`config.mk`:
```
export PLATFORM = sky130hd
export DESIGN_NAME = gpio_port_regs
export DESIGN_NICKNAME = d
export VERILOG_FILES = /design/src/rtl/gpio_port_pkg.sv /design/src/rtl/gpio_cfg_regs.sv /design/src/rtl/gpio_pin_drive.sv /design/src/rtl/gpio_port_regs.sv
export SDC_FILE = /design/constraint.sdc
export NUM_CORES = 1
export LEC_CHECK = 0
export ABC_AREA = 1
export BUFFER_PORTS_ARGS = -buffer_cell sky130_fd_sc_hd__buf_2
export CAP_MARGIN = 20
export CELL_PAD_IN_SITES_DETAIL_PLACEMENT = 1
export CELL_PAD_IN_SITES_GLOBAL_PLACEMENT = 1
export CORE_MARGIN = 2
export CORE_UTILIZATION = 45
export DETAILED_ROUTE_END_ITERATION = 6
export HOLD_SLACK_MARGIN = 0.02
export PLACE_DENSITY = 0.84
export SYNTH_ARGS = -nofsm -noshare
export SYNTH_HDL_FRONTEND = slang
export SYNTH_SLANG_ARGS = --single-unit
```
`constraint.sdc`:
```
create_clock -name clk -period 2 [get_ports clk]
set_input_delay 0.2 -clock clk [delete_from_list [all_inputs] [get_ports clk]]
set_output_delay 0.2 -clock clk [all_outputs]
set_load 0.01 [all_outputs]
```
`src/rtl/gpio_port_pkg.sv`:
```
// Package: word addresses of the GPIO port register unit.
// Assumes a 4-bit word address; unlisted addresses read as zero.
package gpio_port_pkg;
    localparam int GP_AW = 4;
    typedef logic [GP_AW-1:0] gp_addr_t;

    localparam gp_addr_t GP_DOUT   = 4'd0;   // masked output data write / output data read
    localparam gp_addr_t GP_SET    = 4'd1;   // write-one set
    localparam gp_addr_t GP_CLR    = 4'd2;   // write-one clear
    localparam gp_addr_t GP_TGL    = 4'd3;   // write-one toggle
    localparam gp_addr_t GP_SETCLR = 4'd4;   // set in low half, clear in high half
    localparam gp_addr_t GP_DIR    = 4'd5;
    localparam gp_addr_t GP_MASK   = 4'd6;
    localparam gp_addr_t GP_RAWIN  = 4'd7;
    localparam gp_addr_t GP_MSKIN  = 4'd8;
    localparam gp_addr_t GP_PEN    = 4'd9;
    localparam gp_addr_t GP_PBASE  = 4'd10;
    localparam gp_addr_t GP_DLY1   = 4'd11;
    localparam gp_addr_t GP_DLY2   = 4'd12;
    localparam gp_addr_t GP_ODRN   = 4'd13;
    localparam gp_addr_t GP_RBEN   = 4'd14;
endpackage

```
`src/rtl/gpio_cfg_regs.sv`:
```
// Module: gpio_cfg_regs
// Holds the per-pin control words and the output data register.
// Decodes bus writes and applies set > clear > toggle > masked-write priority
// per bit. Also reports which pins saw an output event this cycle.
// Assumes NPINS <= DW/2 so the combined set/clear word fits.
module gpio_cfg_regs
    import gpio_port_pkg::*;
#(
    parameter int NPINS = 16,
    parameter int DW    = 32
) (
    input  logic             clk,
    input  logic             rst_n,
    input  logic             wen,
    input  gp_addr_t         addr,
    input  logic [DW-1:0]    wdata,
    output logic [NPINS-1:0] dir_q,
    output logic [NPINS-1:0] mask_q,
    output logic [NPINS-1:0] out_q,
    output logic [NPINS-1:0] pen_q,
    output logic [NPINS-1:0] pbase_q,
    output logic [NPINS-1:0] dly1_q,
    output logic [NPINS-1:0] dly2_q,
    output logic [NPINS-1:0] odrn_q,
    output logic [NPINS-1:0] rben_q,
    output logic [NPINS-1:0] evt
);
    localparam int HALF = DW / 2;

    logic             wr_dout, wr_set, wr_clr, wr_tgl, wr_sc;
    logic [NPINS-1:0] lo_bits, hi_bits;
    logic [NPINS-1:0] set_b, clr_b, tgl_b, dwr_b, out_d;

    // Decode the write strobes for the output data words
    always_comb begin
        wr_dout = wen && (addr == GP_DOUT);
        wr_set  = wen && (addr == GP_SET);
        wr_clr  = wen && (addr == GP_CLR);
        wr_tgl  = wen && (addr == GP_TGL);
        wr_sc   = wen && (addr == GP_SETCLR);
        lo_bits = wdata[NPINS-1:0];
        hi_bits = wdata[HALF +: NPINS];
        set_b   = (wr_set ? lo_bits : '0) | (wr_sc ? lo_bits : '0);
        clr_b   = (wr_clr ? lo_bits : '0) | (wr_sc ? hi_bits : '0);
        tgl_b   = wr_tgl ? lo_bits : '0;
        dwr_b   = wr_dout ? mask_q : '0;
        evt     = set_b | clr_b | tgl_b;
    end

    // Next output data per bit, set first, then clear, toggle, masked write
    always_comb begin
        for (int i = 0; i < NPINS; i++) begin
            if (set_b[i])      out_d[i] = 1'b1;
            else if (clr_b[i]) out_d[i] = 1'b0;
            else if (tgl_b[i]) out_d[i] = ~out_q[i];
            else if (dwr_b[i]) out_d[i] = lo_bits[i];
            else               out_d[i] = out_q[i];
        end
    end

    // Output data register
    always_ff @(posedge clk) begin
        if (!rst_n) out_q <= '0;
        else        out_q <= out_d;
    end

    // Plain read/write control words
    always_ff @(posedge clk) begin
        if (!rst_n) begin
            dir_q   <= '0;
            mask_q  <= '1;
            pen_q   <= '0;
            pbase_q <= '0;
            dly1_q  <= '0;
            dly2_q  <= '0;
            odrn_q  <= '0;
            rben_q  <= '0;
        end else if (wen) begin
            case (addr)
                GP_DIR:   dir_q   <= lo_bits;
                GP_MASK:  mask_q  <= lo_bits;
                GP_PEN:   pen_q   <= lo_bits;
                GP_PBASE: pbase_q <= lo_bits;
                GP_DLY1:  dly1_q  <= lo_bits;
                GP_DLY2:  dly2_q  <= lo_bits;
                GP_ODRN:  odrn_q  <= lo_bits;
                GP_RBEN:  rben_q  <= lo_bits;
                default:  ;
            endcase
        end
    end


    reset_vals_chk: assert property (@(posedge clk) disable iff (!rst_n)
        $past(!rst_n) |-> (mask_q == '1 && dir_q == '0 && out_q == '0));

    set_write_chk: assert property (@(posedge clk) disable iff (!rst_n)
        wr_set |=> ((out_q & $past(lo_bits)) == $past(lo_bits)));

    setclr_prio_chk: assert property (@(posedge clk) disable iff (!rst_n)
        wr_sc |=> (((out_q & $past(lo_bits)) == $past(lo_bits)) &&
                   ((out_q & $past(hi_bits & ~lo_bits)) == '0)));

    masked_write_chk: assert property (@(posedge clk) disable iff (!rst_n)
        wr_dout |=> (((out_q ^ $past(out_q)) & ~$past(mask_q)) == '0));
endmodule

```
`src/rtl/gpio_pin_drive.sv`:
```
// Module: gpio_pin_drive
// Output path of one pin: pulse generator, a three-stage delay line with a
// selectable tap, and push-pull or open-drain drive.
// Assumes evt is a one-cycle strobe from the register decode.
module gpio_pin_drive #(
    parameter int STAGES = 3
) (
    input  logic clk,
    input  logic rst_n,
    input  logic dir,
    input  logic out_bit,
    input  logic pen,
    input  logic pbase,
    input  logic evt,
    input  logic dly1,
    input  logic dly2,
    input  logic odrn,
    output logic pad_oe,
    output logic pad_out
);
    logic              pulse_q;
    logic              val;
    logic              val_d;
    logic [STAGES-1:0] pipe_q;

    // Pulse flag: high for the one cycle after an event on a pulse pin
    always_ff @(posedge clk) begin
        if (!rst_n) pulse_q <= 1'b0;
        else        pulse_q <= evt & pen;
    end

    // Undelayed pin value
    always_comb val = pen ? (pulse_q ? ~pbase : pbase) : out_bit;

    // Delay line
    always_ff @(posedge clk) begin
        if (!rst_n) pipe_q <= '0;
        else        pipe_q <= {pipe_q[STAGES-2:0], val};
    end

    // Delay tap select and pad drive
    always_comb begin
        case ({dly2, dly1})
            2'b01:   val_d = pipe_q[0];
            2'b10:   val_d = pipe_q[1];
            2'b11:   val_d = pipe_q[2];
            default: val_d = val;
        endcase
        pad_out = val_d & ~odrn;
        pad_oe  = dir & ~(odrn & val_d);
    end


    pulse_rest_chk: assert property (@(posedge clk) disable iff (!rst_n)
        (pen && $past(pen) && !$past(evt) && !odrn && !dly1 && !dly2) |-> (pad_out == pbase));

    pulse_fire_chk: assert property (@(posedge clk) disable iff (!rst_n)
        (pen && $past(pen) && $past(evt) && !odrn && !dly1 && !dly2) |-> (pad_out == !pbase));

    delay_one_chk: assert property (@(posedge clk) disable iff (!rst_n)
        (dly1 && !dly2 && $past(dly1 && !dly2) && !pen && $past(!pen) && !odrn)
        |-> (pad_out == $past(out_bit)));

    open_drain_chk: assert property (@(posedge clk) disable iff (!rst_n)
        (odrn && dir && !pen && !dly1 && !dly2) |-> (pad_oe == !out_bit && !pad_out));
endmodule

```
`src/rtl/gpio_port_regs.sv`:
```
// Module: gpio_port_regs (top)
// GPIO port register unit: control registers, per-pin output drive and the
// raw and masked input read words on a simple synchronous register bus.
// Assumes pad_in is already synchronized to clk.
module gpio_port_regs
    import gpio_port_pkg::*;
#(
    parameter int NPINS = 16,
    parameter int DW    = 32
) (
    input  logic             clk,
    input  logic             rst_n,
    input  logic             bus_wen,
    input  logic [GP_AW-1:0] bus_addr,
    input  logic [DW-1:0]    bus_wdata,
    output logic [DW-1:0]    bus_rdata,
    input  logic [NPINS-1:0] pad_in,
    output logic [NPINS-1:0] pad_oe,
    output logic [NPINS-1:0] pad_out
);
    logic [NPINS-1:0] dir_w, mask_w, out_w, pen_w, pbase_w;
    logic [NPINS-1:0] dly1_w, dly2_w, odrn_w, rben_w, evt_w;
    logic [NPINS-1:0] in_vis, in_msk;

    gpio_cfg_regs #(.NPINS(NPINS), .DW(DW)) regs_i (
        .clk(clk), .rst_n(rst_n), .wen(bus_wen), .addr(bus_addr), .wdata(bus_wdata),
        .dir_q(dir_w), .mask_q(mask_w), .out_q(out_w), .pen_q(pen_w), .pbase_q(pbase_w),
        .dly1_q(dly1_w), .dly2_q(dly2_w), .odrn_q(odrn_w), .rben_q(rben_w), .evt(evt_w)
    );

    for (genvar p = 0; p < NPINS; p++) begin : g_pin
        gpio_pin_drive #(.STAGES(3)) drv_i (
            .clk(clk), .rst_n(rst_n), .dir(dir_w[p]), .out_bit(out_w[p]),
            .pen(pen_w[p]), .pbase(pbase_w[p]), .evt(evt_w[p]),
            .dly1(dly1_w[p]), .dly2(dly2_w[p]), .odrn(odrn_w[p]),
            .pad_oe(pad_oe[p]), .pad_out(pad_out[p])
        );
    end

    // Input visibility: inputs always, outputs only with readback enabled
    always_comb begin
        in_vis = pad_in & (~dir_w | rben_w);
        in_msk = in_vis & mask_w;
    end

    // Combinational read mux
    always_comb begin
        bus_rdata = '0;
        case (bus_addr)
            GP_DOUT:  bus_rdata[NPINS-1:0] = out_w;
            GP_DIR:   bus_rdata[NPINS-1:0] = dir_w;
            GP_MASK:  bus_rdata[NPINS-1:0] = mask_w;
            GP_RAWIN: bus_rdata[NPINS-1:0] = in_vis;
            GP_MSKIN: bus_rdata[NPINS-1:0] = in_msk;
            GP_PEN:   bus_rdata[NPINS-1:0] = pen_w;
            GP_PBASE: bus_rdata[NPINS-1:0] = pbase_w;
            GP_DLY1:  bus_rdata[NPINS-1:0] = dly1_w;
            GP_DLY2:  bus_rdata[NPINS-1:0] = dly2_w;
            GP_ODRN:  bus_rdata[NPINS-1:0] = odrn_w;
            GP_RBEN:  bus_rdata[NPINS-1:0] = rben_w;
            default:  bus_rdata = '0;
        endcase
    end


    push_pull_drive_chk: assert property (@(posedge clk) disable iff (!rst_n)
        (pen_w == '0 && dly1_w == '0 && dly2_w == '0 && odrn_w == '0)
        |-> (pad_oe == dir_w && pad_out == out_w));
endmodule

```
# After elaboration in Yosys (flattened, before gate mapping)
# Index checks and enable logic that the tools add are counted.
[classes]
mux = 119
n_bitwise = 136
n_reduce_logical = 30
n_eq_ne = 62
[op_table]
columns = ["cell", "n"]
rows = [
  ["16-bit case mux with 11 select lines", 1],
  ["1-bit two-way mux", 96],
  ["16-bit two-way mux", 6],
  ["16-bit bitwise OR", 5],
  ["1-bit AND", 64],
  ["2-bit == test (second input constant)", 32],
  ["1-bit inverter", 64],
  ["4-bit nonzero test", 16],
  ["1-bit case mux with 3 select lines", 16],
  ["16-bit AND", 2],
  ["2-bit by 1-bit == test with 1-bit output (second input constant)", 16],
  ["4-bit == test (second input constant)", 7],
  ["4-bit by 3-bit == test with 1-bit output (second input constant)", 4],
  ["16-bit inverter", 1],
  ["2-bit AND reduction", 8],
  ["4-bit by 2-bit == test with 1-bit output (second input constant)", 2],
  ["1-bit logical AND", 5],
  ["4-bit by 1-bit == test with 1-bit output (second input constant)", 1],
  ["4-bit logical NOT", 1],
]
[totals]
elab_cells = 403
output_inout_bits = 64
regBits = 208

# Longest topological paths before layout
[depth]
word_depth = 7
mapped_depth = 11
mapped_depth_nobuf = 11

# Hierarchy
# Synthesis repeated with hierarchy kept, for this count alone.
[unflattened]
cells_unflattened = 1972
hier_area_um2 = 11979.0
[by_module_without_submodules]
columns = ["module", "n_inst", "area_each_um2", "cells_each", "seq_area_each_um2"]
rows = [
  ["gpio_cfg_regs", 1, 6626.4, 1006, 2882.8],
  ["gpio_pin_drive", 16, 206.4, 32, 80.1],
  ["gpio_port_regs", 1, 2049.5, 454, 0.0],
]

# Worst setup path before layout
# Ideal clock, no wire load.
[synth_path]
path_kind = "input to output"
start = "in bus_addr[0]"
end = "out bus_rdata[14]"
cell_stages = 7
t_arrival_ns = 1.215
setup_slack_ns = 0.585
path_cell_list = "nor2_1 -> buf_2 -> nand2_1 -> buf_2 -> o22ai_1 -> nor2_1 -> nand4_1"
[synth_between]
elab_chain_cells = 2
[synth_rtl]
columns = ["element", "line_no", "rtl"]
rows = [
  ["start: declaration", "gpio_port_regs.sv:14", "input logic [GP_AW-1:0] bus_addr,"],
  ["4-bit == test (tied with other cells)", "gpio_port_regs.sv:49", "case (bus_addr)"],
  ["16-bit case mux with 11 select lines (*)", "gpio_port_regs.sv:49", ""],
  ["end: declaration", "gpio_port_regs.sv:16", "output logic [DW-1:0] bus_rdata,"],
]
# Mark *: on every way between the ends. The rest lies on a longest branch, timed or not.

# Final worst setup path
[layout_path]
start = "reg regs_i.pbase_q[13]"
end = "out pad_oe[13]"
[layout_between]
elab_chain_cells = 7
[layout_rtl]
columns = ["element", "line_no", "rtl"]
rows = [
  ["start: declaration", "gpio_cfg_regs.sv:21", "output logic [NPINS-1:0] pbase_q,"],
  ["start signal: assignment", "gpio_cfg_regs.sv:83", "GP_PBASE: pbase_q <= lo_bits;"],
  ["1-bit inverter", "gpio_pin_drive.sv:33", "always_comb val = pen ? (pulse_q ? ~pbase : pbase) : out_bit;"],
  ["1-bit two-way mux (*) (2 in series)", "gpio_pin_drive.sv:33", ""],
  ["1-bit case mux with 3 select lines (*)", "gpio_pin_drive.sv:43", "case ({dly2, dly1})"],
  ["1-bit AND (*)", "gpio_pin_drive.sv:50", "pad_oe = dir & ~(odrn & val_d);"],
  ["1-bit inverter (*)", "gpio_pin_drive.sv:50", ""],
  ["1-bit AND (*)", "gpio_pin_drive.sv:50", ""],
  ["end: declaration", "gpio_port_regs.sv:18", "output logic [NPINS-1:0] pad_oe,"],
]
# Marks and branches as above.

==> flow_metrics.env <==
export IMPL_clk_path_buf_depth=3
export IMPL_finalCriticalPeriod_ps=1950
export IMPL_fmax_mhz=513
export IMPL_first_iter_violations=994
export IMPL_hold_path_class="input port to register"
export IMPL_grt_max_degree=50
export IMPL_ys_types=25
export IMPL_cts_hold_buf=0
export IMPL_netSwitchingPower_mw=2.65
export IMPL_synth_area_leaders="dfxtp_1 (39%), o21ai_0 (9.3%), nand2_1 (9.1%), a21oi_1 (8.7%), inv_1 (7.0%)"
export IMPL_syn_area_mm2=0.0107
export IMPL_start_util_pct=45.6
export IMPL_setup_viol=0
export IMPL_clk_pin_slew_worst_paths_ps=70
export IMPL_die_y_um=158
export IMPL_critPathArrivalTime_ps=1750
export IMPL_core_area_mm2=0.0234
export IMPL_end_kind="output port"
export IMPL_drc_errors=0
export IMPL_cts_root_buffer="clkbuf_16"
export IMPL_fp_dieW_um=158
export IMPL_place_area_mm2=0.0113
export IMPL_synth_top_area_cell="dfxtp_1"
export IMPL_worst_slew_pin_transition_ps=573
export IMPL_drive_above_1_share_pct=14.3
export IMPL_syn_inst=1587
export IMPL_intPower_mw=7.44
export IMPL_drv_cap=0
export IMPL_criticalPathCategory="register to output port"
export IMPL_power_density_mw_per_mm2=820
export IMPL_io_buffers=102
export IMPL_drt_total_wl_um=39600
export IMPL_rsz0062_at_grt="yes"
export IMPL_crit_path_start_kind="register"
export IMPL_yosys_area_top_type_share_pct=39.0
export IMPL_ys_seq_area_share_pct=39.0
export IMPL_ys_ff_latch=208
export IMPL_grt_pass1_wl_um=61100
export IMPL_ys_warn_count=0
export IMPL_area_growth_pct=15.3
export IMPL_postRouteAntennaNets=0
export IMPL_vdd_ir_drop_max_v=0.000497
export IMPL_antennaDiodeCount=0
export IMPL_clock_sinks=208
export IMPL_grt_usage_pct=31.2
export IMPL_slew_headroom_pct=61.7
export IMPL_vias=11400
export IMPL_post_route_period_util_pct=97.4
export IMPL_power_frac_comb_pct=11.0
export IMPL_dp_hpwl_um=27500
export IMPL_clk_latency_ps=520
export IMPL_numCtsBuffers=23
export IMPL_dr_pass1_iters=5
export IMPL_p_clk_share_pct=46.1
export IMPL_fp_dieArea_mm2=0.0250
export IMPL_wire_per_inst_um=20.1
export IMPL_syn_avg_cell_area_um2=6.73
export IMPL_nNetsFinal=1688
export IMPL_h_tree_depth=1
export IMPL_pin_count=119
export IMPL_grt_pass1_vias=11100
export IMPL_fin_area_mm2=0.0123
export IMPL_p_leak_nw=5.63
export IMPL_antenna_found_initial=0
export IMPL_fin_worst_skew_ps=7.81
export IMPL_row_count=56
export IMPL_gp_congestion=0.896
export IMPL_cp_max_fo=3
export IMPL_finalMaxSlewViolations=0
export IMPL_p_seq_share_pct=42.8
export IMPL_tritoncts="yes"
export IMPL_status="finished clean"
export IMPL_grt_overflow=0
export IMPL_vias_per_cell=5.79
export IMPL_hold_viol_final=0
export IMPL_fin_util_pct=52.6
export IMPL_p_sw_share_pct=26.2
export IMPL_crit_required_ps=1800
area by class of cell:
| class | instances | area (um2) |
|---|---|---|
| inverter | 205 | 769 |
| timing repair buffer | 148 | 996 |
| sequential | 208 | 4170 |
| fill | 3141 | 11100 |
| tap | 319 | 399 |
| clock inverter | 9 | 149 |
| multi-input combinational | 1047 | 5150 |
| clock buffer | 32 | 669 |
worst paths after layout:
path | from | end | slack (ps) | cells past startpoint
max | regs_i.pbase_q[13] | pad_oe[13] | 50 | 7
min | bus_wdata[11] | regs_i.dir_q[11] | 70 | 3
max reg2reg | regs_i.pbase_q[12] | g_pin[12].drv_i.pipe_q[0] | 860 | 5
min reg2reg | g_pin[2].drv_i.pipe_q[1] | g_pin[2].drv_i.pipe_q[2] | 420 | 2
routing by layer:
metal  wire length [um]  share of wire, %  global-route usage (%)
met1              18100                46                    44.4
met2              17100                43                    47.6
met3               3100               7.8                    5.50
met4               1340               3.4                    10.9
met5                  0                 0                       0
power by group through the flow:
stage | clock [mW] | combinational (mW) | sequential (mW)
2_1_floorplan | 0 | 0.714 | 4.38
4_1_cts | 4.69 | 1.06 | 4.32
5_1_grt | 4.85 | 1.22 | 4.33
6_report | 4.66 | 1.11 | 4.32
3_3_place_gp | 0 | 1.01 | 4.40
3_5_place_dp | 0 | 1.04 | 4.41
cell usage in the layout (no fill, tap or decap), types with 3 or more instances in the layout:
master | synthesis | final
nor2_4 | 4 | 4
clkbuf_1 | 62 | 3
o21ai_0 | 199 | 183
nand4_1 | 50 | 50
xor2_1 | 15 | 13
nor2_2 | 3 | 6
nand2_1 | 258 | 257
nand3_2 | 1 | 5
inv_2 | 6 | 8
buf_12 | 0 | 11
nand3_1 | 117 | 113
inv_1 | 199 | 197
nor2_1 | 122 | 119
o221ai_1 | 16 | 13
clkinv_2 | 0 | 4
a21oi_1 | 186 | 186
o221ai_2 | 0 | 3
o22ai_1 | 48 | 48
buf_4 | 56 | 36
clkbuf_8 | 0 | 6
clkbuf_16 | 0 | 23
dfxtp_2 | 0 | 5
bufinv_16 | 0 | 4
dfxtp_1 | 208 | 202
o21ai_1 | 7 | 9
conb_1 | 1 | 16
o21ai_2 | 0 | 13
buf_2 | 19 | 101
critical path: stages (launching register included):
cell and delay, ps:
dfxtp_2 340, xor2_1 180, o21ai_2 210, nand3_2 100, nand3_1 110, nand2_1 50, inv_1 90, buf_2 140
through the flow:
stage | setup TNS (ps) | power, mW | setup slack (ps) | std cells | hold slack (ps)
CTS | 0 | 10.1 | 17.4 | 1962 | 64.1
finish | 0 | 10.1 | 51.8 | 1968 | 72.1
global route | -84.1 | 10.4 | -26.1 | 1968 | 92.0
global placement | 0 | 5.41 | 127 | 1921 | 409
floorplan | 0 | 5.10 | 585 | 1602 | 343
detailed placement | 0 | 5.45 | 96.5 | 1921 | 422
cell usage after synthesis (all sizes together):
cell type	n
conb	1
a21oi	186
o221ai	16
xnor2	1
nand2	259
dfxtp	208
o211ai	2
nor2	129
o21ai	206
clkbuf	62
inv	205
nand3	118
o22ai	48
buf	80
xor2	15
nand4	50
a31oi	1
logic make-up after synthesis:
kind of cell | count (synthesis) | synth area share, %
AO/OA/AOI/OAI | 459 | 22.7
XOR/XNOR | 16 | 1.31
buffers and inverters | 347 | 14.4
AND/OR/NAND/NOR | 556 | 22.5
flip-flops | 208 | 39.0
other | 1 | 0.0351
flip-flops by register name (all words and copies together), names as in the netlist:
signal               cells
g_pin.drv_i.pulse_q     16
g_pin.drv_i.pipe_q      48
regs_i.pen_q            16
regs_i.rben_q           16
regs_i.mask_q           16
regs_i.dly2_q           16
regs_i.dir_q            16
regs_i.pbase_q          16
regs_i.dly1_q           16
regs_i.out_q            16
regs_i.odrn_q           16
timing repair:
action	4_1_cts	5_1_grt
setup buffers	0	6
pin swaps	0	9
resized for setup	18	32
endpoints found under the setup margin	21	29
cloned	0	0
Note: power is estimated with default switching activity, not from simulation.
